==> config.mk <==
export PLATFORM = sky130hd
export DESIGN_NAME = line_group_wbuf
export DESIGN_NICKNAME = d
export VERILOG_FILES = /design/src/rtl/lgwb_pkg.sv /design/src/rtl/lgwb_datapath.sv /design/src/rtl/lgwb_control.sv /design/src/rtl/line_group_wbuf.sv
export SDC_FILE = /design/constraint.sdc
export NUM_CORES = 2
export LEC_CHECK = 0
export BUFFER_PORTS_ARGS = -buffer_cell sky130_fd_sc_hd__buf_2
export CAP_MARGIN = 10
export CORE_ASPECT_RATIO = 2
export CORE_UTILIZATION = 40
export CTS_CLUSTER_DIAMETER = 100
export DETAILED_ROUTE_END_ITERATION = 16
export PLACE_DENSITY = 0.65
export RECOVER_POWER = 100
export REMOVE_ABC_BUFFERS = 1
export SETUP_SLACK_MARGIN = 0.05
export SLEW_MARGIN = 0
export SYNTH_ARGS = -nofsm -noshare
export SYNTH_HDL_FRONTEND = slang
export SYNTH_SLANG_ARGS = --single-unit
==> constraint.sdc <==
create_clock -name clk -period 22 [get_ports clk]
set_input_delay 4.4 -clock clk [delete_from_list [all_inputs] [get_ports clk]]
set_output_delay 4.4 -clock clk [all_outputs]
set_load 0.03 [all_outputs]
==> src/rtl/lgwb_pkg.sv <==
package lgwb_pkg;
  // strobes sent from the control path to the storage path each cycle
  typedef struct packed {
    logic push;       // accept the presented write
    logic pop;        // retire the whole head group
    logic joinBlock;  // newest group already offered: no joining
    logic popNewest;  // the group being retired is also the newest one
  } wbStrobe_t;
endpackage

==> src/rtl/lgwb_datapath.sv <==
module lgwb_datapath
  import lgwb_pkg::*;
#(
  parameter int DEPTH      = 16,
  parameter int ADDR_W     = 32,
  parameter int DATA_W     = 32,
  parameter int LINE_WORDS = 16,
  localparam int PTR_W     = $clog2(DEPTH),
  localparam int CNT_W     = $clog2(DEPTH + 1),
  localparam int OFS_W     = $clog2(LINE_WORDS),
  localparam int LINE_W    = ADDR_W - OFS_W
) (
  input  logic                     clk,
  input  logic                     rst_n,
  input  wbStrobe_t                strobe,
  input  logic [CNT_W-1:0]         count,
  input  logic [ADDR_W-1:0]        wrAddr,
  input  logic [DATA_W-1:0]        wrData,
  output logic [CNT_W-1:0]         grpLen,
  output logic [DEPTH*ADDR_W-1:0]  grpAddr,
  output logic [DEPTH*DATA_W-1:0]  grpData
);
  logic [ADDR_W-1:0] addrMem [DEPTH];
  logic [DATA_W-1:0] dataMem [DEPTH];
  logic [DEPTH-1:0]  contFlag;
  logic [PTR_W-1:0]  rdPtr, wrPtr;
  logic [LINE_W-1:0] lastLine;
  logic              lastValid;
  logic              joinFlag;
  logic [CNT_W-1:0]  lenAcc;

  // continuation bit: same line as the previous accepted write, group still open
  assign joinFlag = lastValid && !strobe.joinBlock &&
                    (wrAddr[ADDR_W-1:OFS_W] == lastLine);

  always_ff @(posedge clk) begin
    if (strobe.push) begin
      addrMem[wrPtr] <= wrAddr;
      dataMem[wrPtr] <= wrData;
    end
  end

  always_ff @(posedge clk or negedge rst_n) begin
    if (!rst_n) begin
      rdPtr     <= '0;
      wrPtr     <= '0;
      contFlag  <= '0;
      lastLine  <= '0;
      lastValid <= 1'b0;
    end else begin
      if (strobe.push) begin
        contFlag[wrPtr] <= joinFlag;
        wrPtr           <= wrPtr + PTR_W'(1);
        lastLine        <= wrAddr[ADDR_W-1:OFS_W];
        lastValid       <= 1'b1;
      end else if (strobe.popNewest) begin
        lastValid <= 1'b0;
      end
      if (strobe.pop) begin
        rdPtr <= rdPtr + PTR_W'(lenAcc);
      end
    end
  end

  // length of the head group: leading word plus the run of set continuation bits
  always_comb begin
    logic run;
    lenAcc = (count != '0) ? CNT_W'(1) : '0;
    run    = 1'b1;
    for (int i = 1; i < DEPTH; i++) begin
      if (run && (CNT_W'(i) < count) && contFlag[rdPtr + PTR_W'(i)]) begin
        lenAcc = lenAcc + CNT_W'(1);
      end else begin
        run = 1'b0;
      end
    end
  end

  assign grpLen = lenAcc;

  for (genvar g = 0; g < DEPTH; g++) begin : gWin
    logic [PTR_W-1:0] slot;
    logic             inGroup;
    assign slot    = rdPtr + PTR_W'(g);
    assign inGroup = CNT_W'(g) < lenAcc;
    assign grpAddr[g*ADDR_W +: ADDR_W] = inGroup ? addrMem[slot] : '0;
    assign grpData[g*DATA_W +: DATA_W] = inGroup ? dataMem[slot] : '0;
  end
endmodule

==> src/rtl/lgwb_control.sv <==
module lgwb_control
  import lgwb_pkg::*;
#(
  parameter int DEPTH       = 16,
  parameter int HOLD_CYCLES = 5,
  localparam int CNT_W      = $clog2(DEPTH + 1),
  localparam int HOLD_W     = $clog2(HOLD_CYCLES + 1)
) (
  input  logic             clk,
  input  logic             rst_n,
  input  logic             wrValid,
  input  logic             grpTake,
  input  logic [CNT_W-1:0] grpLen,
  output logic             wrReady,
  output logic             grpAvail,
  output logic [CNT_W-1:0] count,
  output wbStrobe_t        strobe
);
  logic [HOLD_W-1:0] holdCnt;
  logic              full;
  logic              headNewest;

  assign full       = (count == CNT_W'(DEPTH));
  assign headNewest = (grpLen == count);
  assign wrReady    = !full;
  assign grpAvail   = (count != '0) && (!headNewest || full || holdCnt == '0);

  assign strobe.push      = wrValid && !full;
  assign strobe.pop       = grpTake && grpAvail;
  assign strobe.joinBlock = grpAvail && headNewest;
  assign strobe.popNewest = strobe.pop && headNewest;

  always_ff @(posedge clk or negedge rst_n) begin
    if (!rst_n) begin
      count   <= '0;
      holdCnt <= '0;
    end else begin
      count <= count + CNT_W'(strobe.push) - (strobe.pop ? grpLen : '0);
      if (strobe.push) begin
        holdCnt <= HOLD_W'(HOLD_CYCLES);
      end else if (holdCnt != '0) begin
        holdCnt <= holdCnt - HOLD_W'(1);
      end
    end
  end
endmodule

==> src/rtl/line_group_wbuf.sv <==
module line_group_wbuf
  import lgwb_pkg::*;
#(
  parameter int DEPTH       = 16,
  parameter int ADDR_W      = 32,
  parameter int DATA_W      = 32,
  parameter int LINE_WORDS  = 16,
  parameter int HOLD_CYCLES = 5,
  localparam int CNT_W      = $clog2(DEPTH + 1)
) (
  input  logic                    clk,
  input  logic                    rst_n,
  input  logic                    wrValid,
  input  logic [ADDR_W-1:0]       wrAddr,
  input  logic [DATA_W-1:0]       wrData,
  output logic                    wrReady,
  output logic                    grpAvail,
  input  logic                    grpTake,
  output logic [CNT_W-1:0]        grpLen,
  output logic [DEPTH*ADDR_W-1:0] grpAddr,
  output logic [DEPTH*DATA_W-1:0] grpData
);
  wbStrobe_t        strobe;
  logic [CNT_W-1:0] count;

  lgwb_control #(.DEPTH(DEPTH), .HOLD_CYCLES(HOLD_CYCLES)) ctrl_i (
    .clk(clk), .rst_n(rst_n), .wrValid(wrValid), .grpTake(grpTake),
    .grpLen(grpLen), .wrReady(wrReady), .grpAvail(grpAvail),
    .count(count), .strobe(strobe)
  );

  lgwb_datapath #(.DEPTH(DEPTH), .ADDR_W(ADDR_W), .DATA_W(DATA_W),
                  .LINE_WORDS(LINE_WORDS)) dp_i (
    .clk(clk), .rst_n(rst_n), .strobe(strobe), .count(count),
    .wrAddr(wrAddr), .wrData(wrData), .grpLen(grpLen),
    .grpAddr(grpAddr), .grpData(grpData)
  );
endmodule

Word-level counts from Yosys, hierarchy flattened
Memory sizes are Yosys's and may differ from the RTL's.
Cells that the tools add are included.
{"block": "op_classes", "add_sub_neg": 35, "n_reduce_logical": 47, "muxes": 102, "n_eq_ne": 3, "magnitude_cmp": 48}
{"cell": "$mux W32", "n": 32}
{"cell": "$lt A4 B5 Y1 const A", "n": 16}
{"cell": "$lt A4 B5 Y1 const B", "n": 16}
{"cell": "$mux W5", "n": 16}
{"cell": "$add A5 B1 Y5 const B", "n": 15}
{"cell": "$bmux W1 S4", "n": 15}
{"cell": "$lt A3 B5 Y1 const A", "n": 8}
{"cell": "$logic_and A1 B1 Y1", "n": 37}
{"cell": "$mux W1", "n": 35}
{"cell": "$add A4 B4 Y4 const B", "n": 8}
{"cell": "$eq A28 B28 Y1", "n": 1}
{"cell": "$lt A2 B5 Y1 const A", "n": 4}
{"cell": "$add A4 B3 Y4 const B", "n": 4}
{"cell": "$bwmux W16", "n": 1}
{"cell": "$lt A1 B5 Y1 const A", "n": 3}
{"cell": "$add A4 B1 Y4 const B", "n": 2}
{"cell": "$add A4 B2 Y4 const B", "n": 2}
{"cell": "$mux W3", "n": 2}
{"cell": "$add A5 B1 Y5", "n": 1}
{"cell": "$eq A5 B5 Y1", "n": 1}
{"cell": "$eq A5 B5 Y1 const B", "n": 1}
{"cell": "$reduce_bool A5 Y1", "n": 1}
{"cell": "$sub A5 B5 Y5", "n": 1}
{"cell": "$add A4 B4 Y4", "n": 1}
{"cell": "other kinds (8)", "n": 12}
{"block": "word_totals", "inputBits": 68, "register_bits": 61, "memories": 2, "ramBits": 1024, "out_inout_bits": 1031, "word_cells": 244}
{"memory": "dp_i.addrMem", "depth": 16, "word_bits": 32, "read_ports": 16, "rd_ports_with_merged_regs": 0, "wr": 1, "line": "lgwb_datapath.sv:23", "source": "logic [ADDR_W-1:0] addrMem [DEPTH];"}
{"memory": "dp_i.dataMem", "depth": 16, "word_bits": 32, "read_ports": 16, "rd_ports_with_merged_regs": 0, "wr": 1, "line": "lgwb_datapath.sv:24", "source": "logic [DATA_W-1:0] dataMem [DEPTH];"}

Depth between registers and ports, before layout
{"block": "logic_depth", "ltp_word": 57, "depth_mapped": 70, "depth_no_buf": 61}

Cells and area by module
Synthesis repeated with hierarchy kept, for this count alone.
{"block": "unflattened", "cells_unflattened": 7679, "area_unflattened_um2": 89874.9}
{"module": "lgwb_datapath", "cells_per_inst": 7606, "area_each_um2": 89165.5, "instances": 1, "seq_area_each_um2": 32075.8}
{"module": "lgwb_control", "cells_per_inst": 73, "area_each_um2": 709.4, "instances": 1, "seq_area_each_um2": 200.2}

Least setup slack after synthesis
Ideal clock, no wire load.
{"block": "synth_timing", "kind": "reg2out", "from": "register dp_i.rdPtr[1]", "to": "output grpAddr[69]", "path_stages_with_launch": 61, "required_time_ps": 17600, "path_slack_ps": 4068, "t_arrival_ps": 13532, "path_buffers": 12, "path_cell_list": "dfrtp_1 > buf_6 > buf_6 > buf_6 > clkbuf_1 > clkbuf_1 > clkbuf_1 > clkbuf_1 > buf_1 > inv_1 > ha_1 > buf_4 > mux2i_1 > mux4_2 > mux2i_2 > nand2_1 > ha_1 > clkbuf_1 > [25 not listed] > ha_1 > a21o_1 > ha_1 > mux2i_1 > o21bai_1 > xor2_1 > ha_1 > mux2_2 > o22a_1 > ha_1 > nand2_1 > xnor2_1 > inv_1 > and3_1 > and2_1 > buf_2 > buf_2 > a211oi_1"}
{"block": "synth_via", "elab_chain_cells": 49, "word_cells_on_any_way": 120, "cone_classes": "add/sub: 29; order compare: 1; mux: 60; reduce/logical: 29; memory: 1"}
{"item": "start: declaration", "line": "lgwb_datapath.sv:26", "source": "logic [PTR_W-1:0] rdPtr, wrPtr;"}
{"item": "start signal: assignment", "line": "lgwb_datapath.sv:60", "source": "rdPtr <= rdPtr + PTR_W'(lenAcc);"}
{"item": "parallel branches: the longest is 46 deep, another holds $add A5 B1 Y5"}
{"item": "$mux W5 *", "line": "lgwb_datapath.sv:71", "source": "if (run && (CNT_W'(i) < count) && contFlag[rdPtr + PTR_W'(i)]) begin"}
{"item": "via grpLen[2]", "line": "line_group_wbuf.sv:19", "source": "output logic [CNT_W-1:0] grpLen,"}
{"item": "$lt A2 B5 Y1 *", "line": "lgwb_datapath.sv:85", "source": "assign inGroup = CNT_W'(g) < lenAcc;"}
{"item": "$mux W32 *", "line": "lgwb_datapath.sv:86", "source": "assign grpAddr[g*ADDR_W +: ADDR_W] = inGroup ? addrMem[slot] : '0;"}
{"item": "end: declaration", "line": "line_group_wbuf.sv:20", "source": "output logic [DEPTH*ADDR_W-1:0] grpAddr,"}
Mark *: on every way through the listed nets, which the timed path passes. The select of a mux whose other input is x is not followed.

Worst setup path after layout
{"block": "layout_timing", "from": "register dp_i.rdPtr[0]", "to": "output grpAddr[298]"}
{"block": "layout_via", "elab_chain_cells": 49, "word_cells_on_any_way": 120, "cone_classes": "add/sub: 29; order compare: 1; mux: 60; reduce/logical: 29; memory: 1"}
{"item": "parallel branches: the longest is 48 deep, another holds $add A5 B1 Y5"}
{"item": "$mux W32 *", "line": "lgwb_datapath.sv:86"}
Mark *: on every way between the ends. The select of a mux whose other input is x is not followed.

==> flow_metrics.py <==
metrics = {
    "sta": {
        "finalHoldViolations": 0,
        "final_max_slew_viol_count": 1510,
        "fin_crit_ns": 20.79,
        "rsz0062_at_grt": "no",
        "timing.final.crit_share": 0.945,
        "setup_tns_ns": 0,
        "skew_ns": 0.0486,
        "fmax_mhz": 48.1,
        "worst_pin_slew_ns": 4.93,
        "relSlewSlack": -2.29,
        "setup-violations-final": 0,
    },
    "yosys": {
        "yosysTopAreaCellShare": 0.366,
        "yosys_register_bits": 1085,
        "yosys_warnings": 0,
        "synth_top_cell_by_area": "mux4_2",
        "synth_area_leaders": "mux4_2, edfxtp_1, a211oi_1",
        "synth_cell_types": 83,
        "avgSynthCellArea_um2": 13.4,
        "yosysSeqAreaShare": 0.366,
        "postSynthCellCount": 6561,
        "async_flop_share": 0.0562,
        "synthesis.area_um2": 88100,
        "synth_flop_cell": "edfxtp_1",
        "synth-edff-count": 1024,
    },
    "run_status": {
        "outcome": "finished, violations left",
        "violations": "capacitance limit, slew limit",
    },
    "drt": {
        "wl_met2_mm": 182,
        "first_pass_iters": 8,
        "first_iter_violations": 9697,
        "wl_met3_mm": 47.1,
        "wl_per_cell_um": 38.0,
        "drt-met1-wl_mm": 123,
        "viasPerCell": 7.17,
        "ant_nets": 0,
        "finalWirelength_mm": 386,
        "drc": 0,
        "vias": 72700,
        "highest_layer": "met5",
    },
    "die": {
        "die-height_um": 666,
        "rows": 243,
        "die_area_um2": 222000,
        "start_util": 0.403,
        "core_area_um2": 219000,
        "die_w_um": 334,
        "num_io_pins": 1099,
    },
    "pwr": {
        "leakagePower_nw": 31.6,
        "p_sw_frac": 0.511,
        "internal-power_mw": 9.48,
        "pwr-share-seq": 0.141,
        "powerDensity_nw_per_um2": 197,
        "p_sw_mw": 9.90,
        "ir_drop_uv": 243,
        "clockPowerShare": 0.099,
        "power_frac_comb": 0.760,
        "power_mw": 19.4,
    },
    "grt": {
        "grtUsageTotal": 0.338,
        "antenna_found_initial": 29,
        "grt_max_degree": 164,
        "grt_pass1_wl_mm": 531,
        "grt_pass1_vias": 69900,
        "grt_overflow": 0,
    },
    "place": {
        "place_hpwl_mm": 260,
        "place.port_buffers": 1098,
        "place_congestion": 0.950,
    },
    "clock_tree": {
        "tritoncts": "done",
        "clkLatencyLatePin_ns": 0.72,
        "post-cts-setup-buffers": 0,
        "clk_pin_slew_ns": 0.06,
        "root_buffer": "clkbuf_16",
        "cts_buffers": 105,
        "clockBufferDepth": 3,
        "ctsResizeCount": 0,
        "postCtsHoldBufs": 0,
        "clock-sinks": 1085,
        "htreeDepth": 3,
    },
    "finish": {
        "drive_above_1_share": 0.270,
        "layout.nets": 7323,
        "area_growth_pct": 11.4,
        "nFillCells": 20100,
    },
    "job": {
        "cap_violations": 46,
    },
    "setup_path": {
        "slowest_stage": "a211oi_1",
        "worstSetupPathType": "flop to output port",
        "cp.required_ns": 17.60,
        "timing.critical_path.fanout_max": 55,
        "crit_path_end_kind": "output port",
        "crit_top_cell": "ha_1",
        "start_kind": "flop",
        "arrival_ns": 16.39,
        "cp_slowest_stage_delay_ns": 1.43,
    },
    "hold_path": {
        "hold_class": "flop to flop",
    },
}
==> worst paths after layout <==
kind | start | to | slack [ns] | cells past startpoint
max reg2reg | dp_i.rdPtr[0] | dp_i.contFlag[4] | 5.45 | 48
min | dp_i.lastLine[1] | dp_i.lastLine[1] | 0.50 | 2
min reg2reg | dp_i.lastLine[1] | dp_i.lastLine[1] | 0.50 | 2
max | dp_i.rdPtr[0] | grpAddr[298] | 1.21 | 51
max in group asynchronous | rst_n | dp_i.rdPtr[1] | 14.07 | 2
min in group asynchronous | rst_n | dp_i.lastLine[27] | 5.18 | 2
==> synth_stat cells, types with 7 or more instances <==
library cell / number
buf_2: 49
nand4_1: 12
edfxtp_1: 1024
a21oi_1: 21
and2_1: 18
nor3_1: 13
mux4_2: 1433
buf_1: 136
and3_1: 15
a211oi_1: 643
xnor2_1: 57
o21a_1: 7
ha_1: 38
o31ai_1: 18
xor2_1: 35
o21ai_0: 13
clkbuf_1: 491
nand3_1: 18
a21o_1: 8
mux2i_1: 354
nand2_1: 743
inv_1: 47
nor2_1: 677
dfrtp_1: 61
mux2_2: 135
nor2b_1: 388
==> power by group through the flow <==
stage	sequential [mW]	clock, mW	combinational (mW)
6_report	2.73	1.91	14.7
3_5_place_dp	2.75	0	14.3
5_1_grt	2.76	1.99	15.2
2_1_floorplan	3.14	0	14.1
4_1_cts	2.70	1.92	14.4
3_3_place_gp	2.72	0	14.2
==> worst max-delay path, delay by kind of cell, from the launching register on <==
kind            cells  cell delay [ns]
fa+ha+maj          13             4.58
buf+inv             7             2.94
compound gates      8             2.75
simple gates       14             1.97
mux                 7             1.92
flops               1             1.04
xor+xnor            2             0.32
==> layout make-up <==
| class | count | area (µm²) | share of cell area |
|---|---|---|---|
| multi-input cells | 4742 | 53200 | 0.542 |
| inverters | 50 | 215 | 0.00219 |
| well taps | 2817 | 3520 | 0.0359 |
| flip-flops and latches | 1085 | 32300 | 0.329 |
| diodes | 19 | 47.5 | 0.000484 |
| clock inverters | 85 | 885 | 0.00901 |
| repair buffers | 1231 | 5330 | 0.0543 |
| clock buffers | 113 | 2660 | 0.0271 |
==> flip-flops by register name (all words and copies together) (netlist names) <==
name / count
ctrl_i.count: 5
dp_i.lastValid: 1
dp_i.rdPtr: 4
dp_i.addrMem: 512
dp_i.contFlag: 16
ctrl_i.holdCnt: 3
dp_i.lastLine: 28
dp_i.dataMem: 512
dp_i.wrPtr: 4
==> cell families (layout without fill, tap and decap cells) <==
family,after synthesis,count (layout),synth area share
adders and majority gates,41,41,0.00596
muxes,1925,1925,0.424
xor gates and xnor gates,99,99,0.0108
AOI/OAI and AO/OA,756,756,0.0644
and+or+nand+nor,1921,1921,0.0960
DFF,1085,1085,0.366
other,0,19,0
buffers and inverters,734,1479,0.0325
==> layout by cell type (no fill, tap or decap), types with 11 or more instances in the layout <==
cell / synthesis / routed
clkinvlp_2: 0 / 17
o31ai_1: 18 / 18
dfrtp_1: 61 / 57
clkinv_1: 0 / 22
diode_2: 0 / 19
a21oi_1: 21 / 19
bufinv_16: 0 / 13
buf_2: 49 / 50
mux2_2: 135 / 135
inv_1: 47 / 33
nor3_1: 13 / 13
xor2_1: 35 / 28
nand2_1: 743 / 742
buf_4: 4 / 81
edfxtp_1: 1024 / 1024
nand3_1: 18 / 18
ha_1: 38 / 36
o21ai_0: 13 / 13
and2_1: 18 / 15
xnor2_1: 57 / 50
clkbuf_2: 0 / 11
a211oi_1: 643 / 643
nor2_1: 677 / 677
clkbuf_16: 0 / 105
buf_12: 0 / 18
clkinv_2: 0 / 22
clkbuf_1: 491 / 1076
mux4_2: 1433 / 1433
and3_1: 15 / 13
nor2b_1: 388 / 388
nand4_1: 12 / 12
mux2i_1: 354 / 354
==> stage by stage <==
stage                     setup WS, ns  std cells  area [µm²]  utilization  hold slack (ns)
after global placement            2.78       9922       96200        0.439            0.478
after floorplan                 -50.52       5877       85500            -            0.466
final                             1.21      10100       98200        0.449            0.498
after detailed placement          2.58       9923       96200        0.439            0.484
after CTS                         1.78      10100       99700        0.456            0.500
after global routing             0.348      10100       98200        0.449            0.520
==> routing by layer <==
metal	GRT usage	vias up
li1	-	28000
met1	0.389	36900
met2	0.547	6310
met3	0.0866	1464
met4	0.245	10
met5	0	-
No activity file was read; power rests on OpenSTA's default activity.
